==> src/rtl/can_bt_pkg.sv <==
package can_bt_pkg;
  typedef enum logic [1:0] {
    SEG_IDLE = 2'b00,
    SEG_SYNC = 2'b01,
    SEG_PH1  = 2'b10,
    SEG_PH2  = 2'b11
  } seg_e;
endpackage

==> src/rtl/can_bt_cfg.sv <==
module can_bt_cfg #(
  parameter int BRP_W   = 6,
  parameter int TS1_W   = 4,
  parameter int TS2_W   = 3,
  parameter int MIN_TS1 = 4,
  parameter int MIN_TS2 = 2
) (
  input  logic             clk,
  input  logic             rst,
  input  logic             init_mode,
  input  logic [BRP_W-1:0] brp_in,
  input  logic [TS1_W-1:0] ts1_in,
  input  logic [TS2_W-1:0] ts2_in,
  output logic [BRP_W-1:0] brp_q,
  output logic [TS1_W-1:0] ts1_q,
  output logic [TS2_W-1:0] ts2_q,
  output logic             legal,
  output logic             cfg_err
);
  localparam logic [TS1_W-1:0] TS1_LO = TS1_W'(MIN_TS1 - 1);
  localparam logic [TS2_W-1:0] TS2_LO = TS2_W'(MIN_TS2 - 1);

  always_ff @(posedge clk) begin
    if (rst) begin
      brp_q <= '0;
      ts1_q <= TS1_LO;
      ts2_q <= TS2_LO;
    end else if (init_mode) begin
      brp_q <= brp_in;
      ts1_q <= ts1_in;
      ts2_q <= ts2_in;
    end
  end

  assign legal = (ts1_q >= TS1_LO) && (ts2_q >= TS2_LO);

  always_ff @(posedge clk) begin
    if (rst) cfg_err <= 1'b0;
    else     cfg_err <= ~legal;
  end

  AST_CFG_FROZEN: assert property (@(posedge clk) disable iff (rst)
    !init_mode |=> $stable({brp_q, ts1_q, ts2_q}));
endmodule

==> src/rtl/can_bt_presc.sv <==
module can_bt_presc #(
  parameter int BRP_W = 6
) (
  input  logic             clk,
  input  logic             rst,
  input  logic             enable,
  input  logic [BRP_W-1:0] brp_q,
  output logic             tick
);
  logic [BRP_W-1:0] pre_cnt;

  assign tick = enable && (pre_cnt == brp_q);

  always_ff @(posedge clk) begin
    if (rst || !enable) pre_cnt <= '0;
    else if (tick)      pre_cnt <= '0;
    else                pre_cnt <= pre_cnt + 1'b1;
  end

  AST_PRESC_BOUND: assert property (@(posedge clk) disable iff (rst)
    pre_cnt <= brp_q);
endmodule

==> src/rtl/can_bt_seq.sv <==
module can_bt_seq
  import can_bt_pkg::*;
#(
  parameter int TS1_W = 4,
  parameter int TS2_W = 3
) (
  input  logic             clk,
  input  logic             rst,
  input  logic             go,
  input  logic             tick,
  input  logic [TS1_W-1:0] ts1_q,
  input  logic [TS2_W-1:0] ts2_q,
  output seg_e             seg,
  output logic             tq_out,
  output logic             sample_pt,
  output logic             bit_end
);
  localparam int CNT_W = (TS1_W > TS2_W) ? TS1_W : TS2_W;

  logic [CNT_W-1:0] q_cnt;
  logic             last_ph1;
  logic             last_ph2;

  assign last_ph1 = (seg == SEG_PH1) && (q_cnt == CNT_W'(ts1_q));
  assign last_ph2 = (seg == SEG_PH2) && (q_cnt == CNT_W'(ts2_q));

  always_ff @(posedge clk) begin
    if (rst || !go) begin
      seg       <= SEG_IDLE;
      q_cnt     <= '0;
      tq_out    <= 1'b0;
      sample_pt <= 1'b0;
      bit_end   <= 1'b0;
    end else begin
      tq_out    <= tick;
      sample_pt <= tick && last_ph1;
      bit_end   <= tick && last_ph2;
      if (seg == SEG_IDLE) begin
        seg   <= SEG_SYNC;
        q_cnt <= '0;
      end else if (tick) begin
        unique case (seg)
          SEG_SYNC: begin
            seg   <= SEG_PH1;
            q_cnt <= '0;
          end
          SEG_PH1: begin
            if (last_ph1) begin
              seg   <= SEG_PH2;
              q_cnt <= '0;
            end else begin
              q_cnt <= q_cnt + 1'b1;
            end
          end
          SEG_PH2: begin
            if (last_ph2) begin
              seg   <= SEG_SYNC;
              q_cnt <= '0;
            end else begin
              q_cnt <= q_cnt + 1'b1;
            end
          end
          default: seg <= SEG_IDLE;
        endcase
      end
    end
  end

  AST_SAMPLE_IN_PH2: assert property (@(posedge clk) disable iff (rst)
    sample_pt |-> seg == SEG_PH2);
  AST_END_IN_SYNC: assert property (@(posedge clk) disable iff (rst)
    bit_end |-> seg == SEG_SYNC);
  AST_STROBES_APART: assert property (@(posedge clk) disable iff (rst)
    !(sample_pt && bit_end));
  AST_PH1_BOUND: assert property (@(posedge clk) disable iff (rst)
    (seg == SEG_PH1) |-> q_cnt <= CNT_W'(ts1_q));
  AST_PH2_BOUND: assert property (@(posedge clk) disable iff (rst)
    (seg == SEG_PH2) |-> q_cnt <= CNT_W'(ts2_q));
  AST_IDLE_WHEN_STOPPED: assert property (@(posedge clk) disable iff (rst)
    !go |=> seg == SEG_IDLE && !tq_out);
endmodule

==> src/rtl/can_bt_gen.sv <==
module can_bt_gen
  import can_bt_pkg::*;
#(
  parameter int BRP_W   = 6,
  parameter int TS1_W   = 4,
  parameter int TS2_W   = 3,
  parameter int MIN_TS1 = 4,
  parameter int MIN_TS2 = 2
) (
  input  logic             clk,
  input  logic             rst,
  input  logic             init_mode,
  input  logic [BRP_W-1:0] brp_code,
  input  logic [TS1_W-1:0] ts1_code,
  input  logic [TS2_W-1:0] ts2_code,
  output logic             tq_tick,
  output logic             sample_pt,
  output logic             bit_end,
  output logic [1:0]       seg,
  output logic             cfg_err
);
  logic [BRP_W-1:0] brp_q;
  logic [TS1_W-1:0] ts1_q;
  logic [TS2_W-1:0] ts2_q;
  logic             legal;
  logic             go;
  logic             tick;
  seg_e             seg_s;

  assign go = ~init_mode & legal;

  can_bt_cfg #(
    .BRP_W(BRP_W), .TS1_W(TS1_W), .TS2_W(TS2_W),
    .MIN_TS1(MIN_TS1), .MIN_TS2(MIN_TS2)
  ) cfg_i (
    .clk(clk), .rst(rst), .init_mode(init_mode),
    .brp_in(brp_code), .ts1_in(ts1_code), .ts2_in(ts2_code),
    .brp_q(brp_q), .ts1_q(ts1_q), .ts2_q(ts2_q),
    .legal(legal), .cfg_err(cfg_err)
  );

  can_bt_presc #(.BRP_W(BRP_W)) presc_i (
    .clk(clk), .rst(rst),
    .enable(go && (seg_s != SEG_IDLE)),
    .brp_q(brp_q), .tick(tick)
  );

  can_bt_seq #(.TS1_W(TS1_W), .TS2_W(TS2_W)) seq_i (
    .clk(clk), .rst(rst), .go(go), .tick(tick),
    .ts1_q(ts1_q), .ts2_q(ts2_q),
    .seg(seg_s), .tq_out(tq_tick),
    .sample_pt(sample_pt), .bit_end(bit_end)
  );

  assign seg = seg_s;

  AST_ERR_HOLDS_IDLE: assert property (@(posedge clk) disable iff (rst)
    cfg_err |-> (seg == 2'b00) && !tq_tick && !sample_pt && !bit_end);
  AST_END_ON_QUANTUM: assert property (@(posedge clk) disable iff (rst)
    bit_end |-> tq_tick);
endmodule

==> config.mk <==
export PLATFORM = sky130hd
export DESIGN_NAME = can_bt_gen
export DESIGN_NICKNAME = d
export VERILOG_FILES = /design/src/rtl/can_bt_pkg.sv /design/src/rtl/can_bt_cfg.sv /design/src/rtl/can_bt_presc.sv /design/src/rtl/can_bt_seq.sv /design/src/rtl/can_bt_gen.sv
export SDC_FILE = /design/constraint.sdc
export NUM_CORES = 1
export LEC_CHECK = 0
export BUFFER_PORTS_ARGS = -buffer_cell sky130_fd_sc_hd__buf_4
export CAP_MARGIN = 25
export CELL_PAD_IN_SITES_DETAIL_PLACEMENT = 1
export CELL_PAD_IN_SITES_GLOBAL_PLACEMENT = 1
export CORE_UTILIZATION = 42
export CTS_CLUSTER_SIZE = 8
export DETAILED_ROUTE_END_ITERATION = 6
export PLACE_DENSITY = 0.82
export RECOVER_POWER = 100
export SLEW_MARGIN = 20
export SYNTH_ARGS = -nofsm -noshare
export SYNTH_HDL_FRONTEND = slang
export SYNTH_SLANG_ARGS = --single-unit
==> constraint.sdc <==
create_clock -name clk -period 2.1 [get_ports clk]
set_clock_uncertainty 0.15 [all_clocks]
set_input_delay 0.105 -clock clk [delete_from_list [all_inputs] [get_ports clk]]
set_output_delay 0.105 -clock clk [all_outputs]
set_load 0.01 [all_outputs]
# Yosys cells after proc, flatten, opt, wreduce, memory -nomap -nowiden
# Cells that the tools add are included.
# op_classes
add_sub_neg,2
reduce_logical,20
n_lt_le_gt_ge,2
n_eq_ne,10
mux,8
n_bitwise,3
# ops
op,count
$pmux W4 S3,1
$mux W4,2
$logic_and A1 B1 Y1,7
$add A6 B1 Y6 const B,1
$eq A6 B6 Y1,1
$ne A3 B2 Y1 const B,2
$pmux W2 S3,1
$reduce_and A3 Y1,2
$add A4 B1 Y4 const B,1
$eq A2 B2 Y1 const B,2
$eq A4 B3 Y1,1
$eq A4 B4 Y1,1
$ge A4 B2 Y1 const B,1
$mux W2,2
$ne A2 B1 Y1 const B,2
$reduce_bool A2 Y1,2
$reduce_or A2 Y1,2
$ge A3 B1 Y1 const B,1
$reduce_bool A3 Y1,1
$eq A2 B1 Y1 const B,1
$logic_not A1 Y1,2
$logic_not A2 Y1,1
$logic_or A1 B1 Y1,2
$mux W1,2
3 further kinds,4
# word_totals
out_inout_bits,6
reg_bits,29
in_bits,16

# Longest topological paths before layout
# Gate-level depths: netlist of the first run.
# logic_depth
word_depth,7
depth_mapped,6
depth_no_buf,6

# Hierarchy
# From an unflattened synthesis of the first run, not the netlist that was laid out.
# hier_totals
cells_unflattened,144
hier_area_um2,1447.6
# by_module_without_submodules
module,instances,cells_per_inst,area_each_um2
can_bt_seq,1,60,553.0
can_bt_cfg,1,47,525.5
can_bt_presc,1,35,347.8
can_bt_gen,1,2,21.3

# Worst setup path before layout of the first run
# OpenSTA, ideal clock, no wires.
# synth_timing
path_kind,flip-flop to flip-flop
startpoint,register cfg_i.brp_q[5]
endpoint,register seq_i.seg[0]
required_ns,1.863
period_less_slack_ns,1.676
arrival_time_ns,1.438
setup_time_ns,0.087
path_stages_with_launch,6
slack_ns,0.424
path_buffers,0
cell_sequence,dfxtp_1 xor2_1 nor4_4 a31oi_1 o31a_1 nor4b_2
# synth_between
elab_chain_cells,4
# synth_lines
element,line_no,source
start: declaration,can_bt_cfg.sv:14,"output logic [BRP_W-1:0] brp_q,"
start signal: assignment,can_bt_cfg.sv:29,brp_q <= brp_in;
$eq A6 B6 Y1,can_bt_presc.sv:12,assign tick = enable && (pre_cnt == brp_q);
$logic_and A1 B1 Y1,can_bt_presc.sv:12,
$reduce_bool A2 Y1 (no line),n/a,
$reduce_and A3 Y1 (no line),n/a,
end signal: assignment,can_bt_seq.sv:29,seg <= SEG_IDLE;
end signal: assignment,can_bt_seq.sv:39,seg <= SEG_SYNC;
end signal: assignment,can_bt_seq.sv:44,seg <= SEG_PH1;
end: declaration,can_bt_seq.sv:13,"output seg_e seg,"
# Every way passes these cells.
# A chain may end at the register's enable or synchronous reset.

# Worst setup path in the final report of the first run
# layout_timing
startpoint,register seq_i.seg[1]
endpoint,register seq_i.q_cnt[2]
# layout_between
elab_chain_cells,4
# layout_lines
element,line_no,source
$eq A2 B2 Y1 (tied with other cells),"can_bt_seq.sv:25, can_bt_seq.sv:42",
"$logic_and A1 B1 Y1, on equally long branches","can_bt_seq.sv:25, can_bt_seq.sv:24, can_bt_gen.sv:44",
$mux W4 (tied with other cells),can_bt_seq.sv:56,if (last_ph2) begin
$pmux W4 S3 or $reduce_and A2 Y1 (tied branches),n/a,
end signal: assignment,can_bt_seq.sv:52,q_cnt <= q_cnt + 1'b1;
end signal: assignment,can_bt_seq.sv:60,q_cnt <= q_cnt + 1'b1;
end: declaration,can_bt_seq.sv:20,logic [CNT_W-1:0] q_cnt;
# Parallel ways exist; a longest one is shown, timed or not.

==> results of run 1 <==
cells by family after synthesis:
logic type | Yosys count | synth area share [%]
simple gates | 50 | 19.87
compound gates | 19 | 10.80
xor+xnor | 17 | 10.80
fa+ha+maj | 7 | 6.352
flops | 29 | 42.11
buf+inv | 10 | 2.813
mux | 10 | 7.260
flip-flops by register name, indices dropped and copies added (netlist names):
name	count
presc_i.pre_cnt	6
cfg_i.ts2_q	3
seq_i.q_cnt	4
cfg_i.ts1_q	4
seq_i.seg	2
seq_i.tq_out	1
seq_i.bit_end	1
cfg_i.brp_q	6
seq_i.sample_pt	1
cfg_i.cfg_err	1
placed cells by master, fill, tap and decap left out, types with 5 or more instances in the layout:
cell and count:
a21oi_1 5, buf_4 8, clkbuf_1 9, clkbuf_4 15, dfxtp_1 28, dlygate4sd3_1 27, ha_1 7, inv_1 5
mux2i_1 10, nand2_1 7, nor2_1 20, xor2_1 15
final cells by class:
type,instances,area (µm²),share of cell area (%)
tap,44,55.05,2.897
inverter,6,22.52,1.185
multi-input combinational,103,759.5,39.96
clock buffer,8,48.80,2.567
sequential,29,581.8,30.61
timing repair buffer,52,432.9,22.78
metrics by stage:
stage / utilization [%] / worst slack [ns] / hold slack (ns) / instance area (µm²) / setup TNS [ns]
finish: 61.75 / -0.009612 / 0.2253 / 1901 / -0.009612
global route: 61.75 / -0.08634 / 0.2353 / 1901 / -0.1219
CTS: 61.54 / 0.1408 / 0.1710 / 1894 / 0
detailed placement: 51.18 / 0.1683 / 0.1743 / 1575 / 0
global placement: 51.18 / 0.1748 / 0.1598 / 1575 / 0
floorplan: - / 0.4243 / 0.07294 / 1379 / 0
Yosys cell counts (2+ instances only):
cell type,n
a211oi_1,2
or3_1,2
xnor2_1,2
nor3_1,3
ha_1,7
dfxtp_1,29
mux2i_1,10
o22ai_1,2
nand3_1,3
clkbuf_1,3
nor2_1,20
inv_1,5
a21oi_1,5
and3_1,4
xor2_1,15
nand2_1,7
a211o_1,3
nor2b_1,3
how the worst max path moves through the flow:
stage | to | slack, ns | cells past startpoint
2_1_floorplan | seq_i.seg[0] | 0.42 | 5
3_3_place_gp | seq_i.seg[0] | 0.17 | 5
3_5_place_dp | seq_i.seg[0] | 0.17 | 5
4_1_cts | seq_i.seg[0] | 0.14 | 5
5_1_grt | seq_i.q_cnt[2] | -0.09 | 6
6_report | seq_i.q_cnt[2] | -0.01 | 6
critical path, stage by stage (launching register included):
cell	delay, ns
dfxtp_1	0.47
inv_1	0.13
ha_1	0.25
nor2_1	0.21
nand2_1	0.20
or3_1	0.40
o22ai_1	0.21
timing repair:
| action | 4_1_cts | 5_1_grt |
|---|---|---|
| endpoints found under the hold margin | 15 | 0 |
| gates resized for setup | 0 | 2 |
| endpoints found under the setup margin | 0 | 3 |
| hold buffers | 27 | 0 |
| setup buffers | 0 | 4 |
power by group through the flow:
stage,Sequential (mW),Combinational (mW),Clock [mW]
6_report,0.587,0.177,0.331
5_1_grt,0.589,0.190,0.355
4_1_cts,0.587,0.168,0.344
3_5_place_dp,0.599,0.126,0
3_3_place_gp,0.598,0.120,0
2_1_floorplan,0.596,0.0822,0
routing by layer:
layer  track usage, %  share of wire (%)
met1            24.59                 38
met2            48.48                 56
met4            17.35                3.2
met3            6.987                2.9
met5                0                  0
==> results.py, run 1 <==
metrics = {
    "status": {
        "status": "finished with violations",
        "violations": "negative setup slack",
    },
    "detailed_routing": {
        "num_vias": 1259,
        "first_pass_iters": 4,
        "ant_nets": 0,
        "drt_iter0_drc": 34,
        "vias_per_cell": 5.202,
        "avgRoutedWirePerCell_um": 17.82,
        "drc_errors": 0,
        "wirelength_um": 4312,
    },
    "power_and_ir_drop": {
        "seqPwrFrac_pct": 53.6,
        "power_leakage_nw": 0.8489,
        "peakVddDrop_mv": 0.4071,
        "p_comb_share_pct": 16.2,
        "power_mw": 1.095,
        "power.share.clock_pct": 30.2,
        "intPower_mw": 0.7967,
        "switching_share_pct": 27.27,
        "powerDensity_nw_per_um2": 576.3,
        "p_switching_mw": 0.2987,
    },
    "sta": {
        "hold_viol": 0,
        "finalCritPeriodShare_pct": 100.5,
        "setup_viol": 1,
        "max_slew_margin_pct": 67.03,
        "slew_viol_final": 0,
        "setup_slack_ns": -0.009612,
        "worst_pin_slew_ns": 0.4912,
        "fmax_ghz": 0.4740,
        "min_period_ns": 2.110,
    },
    "critical_path": {
        "crit_start": "seq_i.seg[1]",
        "r2r_start": "seq_i.seg[1]",
        "arrival_ns": 2.21,
        "end_kind": "flop",
        "regToRegSetupSlack_ns": -0.01,
        "cp_max_fo": 6,
        "worstReg2RegEnd": "seq_i.q_cnt[2]",
        "path_class": "reg -> reg",
        "crit_path_start_kind": "flop",
        "reg2regPathDepth": 6,
        "crit_required_ns": 2.20,
    },
    "worst_hold_path": {
        "whs_endpoint": "seq_i.seg[0]",
        "hp-start": "init_mode",
        "worstHoldPathType": "in -> reg",
        "hold_path_depth": 3,
    },
    "clocking": {
        "clock_path_buffers": 2,
        "clk_transition_reported_paths_ns": 0.09,
        "numClockSinks": 29,
        "htreeDepth": 2,
        "cts-buffers-inserted": 5,
        "cts-root-buf": "clkbuf_4",
        "cts_tree": "yes",
        "clk-insertion-delay-late_ns": 0.34,
    },
    "logic_synthesis": {
        "synth-seq-cells": 29,
        "syn_nets": 165,
        "synth_top_area_share_pct": 42.11,
        "ys_top_cells_by_area": "dfxtp_1, xor2_1, mux2i_1",
        "seq_area_frac_synth_pct": 42.11,
        "ys.flop_type": "dfxtp_1",
        "syn-instance-count": 142,
        "synth_edf_count": 0,
        "synth.distinct_cells": 35,
        "yosysWarnings": 0,
        "syn_area_per_cell_um2": 9.710,
        "postSynth.asyncResetShare_pct": 0,
        "synth_largest_area_cell": "dfxtp_1",
        "netlist_area_um2": 1379,
    },
    "job": {
        "drv_cap": 0,
    },
    "floorplanning": {
        "initial_core_util_pct": 44.80,
        "io-pin-count": 22,
        "die_w_um": 59.30,
        "coreArea_um2": 3078,
        "die-area_um2": 3516,
        "num_rows": 20,
        "dieHeight_um": 59.30,
    },
    "global_routing": {
        "antenna_found_initial": 0,
        "grt_overflow_total": 0,
        "grt_first_pass_wirelength_um": 6354,
        "track_usage_pct": 26.03,
        "grt_pass1_vias": 1361,
        "grt_max_degree": 18,
    },
    "finish": {
        "area_growth_pct": 37.84,
        "n_antenna_cell": 0,
        "drive_gt1_share_pct": 15.66,
        "instances_no_fill": 242,
        "nNetsFinal": 220,
        "fillers": 367,
    },
    "place": {
        "port_buffers": 21,
        "hpwl_um": 2426,
        "dp_cells": 203,
        "routabilityCongestion": 0.7937,
    },
}
Note: power is estimated with default switching activity, not from simulation.
==> run 2, diff against run 1 <==
Settings changed: CORE_UTILIZATION 42 to 43, PLACE_DENSITY 0.82 to 0.83, SYNTH_HIERARCHICAL from default to 1.
==> results.py, run 2 <==
metrics = {
    "status": {
        "status": "finished with violations",
        "violations": "negative setup slack",
    },
    "place": {
        "hpwl_um": 2535,
        "routabilityCongestion": 0.7819,
        "port_buffers": 21,
    },
    "clocking": {
        "cts-buffers-inserted": 5,
        "numClockSinks": 29,
        "htreeDepth": 2,
        "cts-root-buf": "clkbuf_4",
        "clock_path_buffers": 2,
        "cts_tree": "yes",
        "clk-insertion-delay-late_ns": 0.37,
        "clk_transition_reported_paths_ns": 0.11,
    },
    "sta": {
        "setup_slack_ns": -0.008283,
        "max_slew_margin_pct": 66.04,
        "setup_viol": 1,
        "worst_pin_slew_ns": 0.5052,
        "min_period_ns": 2.108,
        "slew_viol_final": 0,
        "finalCritPeriodShare_pct": 100.4,
        "hold_viol": 0,
        "fmax_ghz": 0.4743,
    },
    "power_and_ir_drop": {
        "power_mw": 1.295,
        "p_switching_mw": 0.3279,
        "seqPwrFrac_pct": 45.4,
        "intPower_mw": 0.9669,
        "power_leakage_nw": 0.9348,
        "p_comb_share_pct": 15.6,
        "powerDensity_nw_per_um2": 623.0,
        "power.share.clock_pct": 39.0,
        "switching_share_pct": 25.33,
        "peakVddDrop_mv": 0.4616,
    },
    "logic_synthesis": {
        "ys_top_cells_by_area": "dfxtp_1, xor2_1, mux2i_1",
        "netlist_area_um2": 1448,
        "synth_top_area_share_pct": 40.10,
        "syn_area_per_cell_um2": 10.05,
        "synth.most_common_cell": "dfxtp_1",
        "seq_area_frac_synth_pct": 40.10,
        "yosysWarnings": 6,
        "synth-seq-cells": 29,
        "postSynth.asyncResetShare_pct": 0,
        "ys.flop_type": "dfxtp_1",
        "synth_edf_count": 0,
        "syn-instance-count": 144,
        "synth.distinct_cells": 36,
        "syn_nets": 167,
        "synth_largest_area_cell": "dfxtp_1",
        "synth_commonest_cells": "dfxtp_1, nor2_1, xor2_1",
    },
    "global_routing": {
        "antenna_found_initial": 0,
        "grt_max_degree": 19,
        "grt_first_pass_wirelength_um": 7438,
        "grt_overflow_total": 0,
        "track_usage_pct": 30.84,
        "grt_pass1_vias": 1478,
    },
    "finish": {
        "final_common_cell": "buf_4",
        "layout_common_cells": "buf_4, dlygate4sd3_1, dfxtp_1",
        "postLayoutCoreUtil_pct": 66.44,
        "reg_top3": "cfg_i/brp_q: 6 flops, presc_i/pre_cnt: 6 flops",
        "area_growth_pct": 43.56,
        "nNetsFinal": 230,
        "drive_gt1_share_pct": 28.85,
        "n_antenna_cell": 0,
        "fillers": 346,
    },
    "floorplanning": {
        "dieHeight_um": 60.02,
        "coreArea_um2": 3128,
        "io-pin-count": 22,
        "initial_core_util_pct": 46.28,
        "die-area_um2": 3602,
        "num_rows": 20,
        "die_w_um": 60.02,
    },
    "detailed_routing": {
        "drc_errors": 0,
        "avgRoutedWirePerCell_um": 19.58,
        "ant_nets": 0,
        "num_vias": 1386,
        "first_pass_iters": 4,
        "wirelength_um": 4933,
        "drt_iter0_drc": 42,
        "vias_per_cell": 5.500,
    },
    "critical_path": {
        "crit_chain": "a211oi_2 -> nor2_1 -> nor2b_4 -> o21a_1 -> and4_4 -> and2_4 -> o21ai_1 -> o21a_1 -> o21a_1",
        "critPathBufInv": 0,
        "crit_family": "compound AO/OA/AOI/OAI gates",
        "end_kind": "flop",
        "cp_max_fo": 7,
        "slowest_stage": "dfxtp_2",
        "crit_required_ns": 2.21,
        "cp_common_cell": "o21a_1",
        "crit_path_start_kind": "flop",
        "path_class": "reg -> reg",
        "arrival_ns": 2.22,
        "max_stage_delay_ns": 0.37,
    },
    "worst_hold_path": {
        "worstHoldPathType": "in -> reg",
    },
    "job": {
        "drv_cap": 0,
    },
}
-- run 2: layout make-up --
type | instances | area, µm² | area share [%]
Clock inverter | 1 | 30.03 | 1.445
Clock buffer | 7 | 55.05 | 2.649
Sequential cell | 29 | 590.6 | 28.42
Timing Repair Buffer | 60 | 515.5 | 24.80
Tap cell | 44 | 55.05 | 2.649
Inverter | 5 | 18.77 | 0.9031
Multi-Input combinational cell | 106 | 813.3 | 39.13
-- run 2: path summary, 6_finish.rpt --
check | startpoint | to | slack [ns] | depth (start not counted)
setup / recovery | cfg_i/ts1_q[1] | seq_i/seg[0] | -0.008 | 9
hold reg to reg | presc_i/pre_cnt[0] | presc_i/pre_cnt[0] | 0.42 | 1
hold / removal | rst | cfg_i/cfg_err | 0.05 | 2
setup reg to reg | cfg_i/ts1_q[1] | seq_i/seg[0] | -0.008 | 9
-- run 2: power groups by stage --
stage	combinational (mW)	clock, mW	sequential [mW]
3_3_place_gp	0.127	0	0.595
6_report	0.202	0.505	0.587
3_5_place_dp	0.134	0	0.596
5_1_grt	0.213	0.531	0.590
4_1_cts	0.177	0.498	0.586
2_1_floorplan	0.0809	0	0.595
-- run 2: kinds of logic (layout without fill, tap and decap cells) --
kind of cell,Yosys count,in the layout,synth area share (%)
flip-flops,29,29,40.10
XOR/XNOR,16,16,9.680
AO/OA/AOI/OAI,29,29,15.99
adder cells (fa/ha/maj),7,7,6.050
multiplexers,10,10,6.915
buffers and inverters,9,73,4.581
AND/OR/NAND/NOR,44,44,16.68
-- run 2: metrics by stage --
stage          setup WS (ns)  setup TNS [ns]  cells  area [µm²]  hold WS, ns
6_report           -0.008283       -0.008283    252        2078      0.04704
3_5_place_dp         -0.1020         -0.3253    212        1665       0.1694
4_1_cts              0.04923               0    246        2027      0.04265
5_1_grt             -0.09872         -0.2280    252        2078      0.05284
2_1_floorplan        0.06019               0    144        1448      0.05357
3_3_place_gp         0.04908               0    212        1665       0.1630
-- run 2: worst register-to-register path, stage by stage (launching register included) --
cell      delay (ns)
dfxtp_2         0.37
a211oi_2        0.08
nor2_1          0.13
nor2b_4         0.18
o21a_1          0.20
and4_4          0.24
and2_4          0.19
o21ai_1         0.10
o21a_1          0.21
o21a_1          0.16
-- run 2: what timing repair did --
action,CTS,global route
resized for setup,7,5
setup buffers,0,6
setup endpoints to repair,6,6
hold buffers,26,0
hold endpoints to repair,13,0
-- run 2: routing by layer --
layer  part of all wire, %  GRT usage (%)
met1                    36          29.12
met2                    53          55.56
met3                   4.3          7.792
met4                   6.0          25.25
met5                     0              0
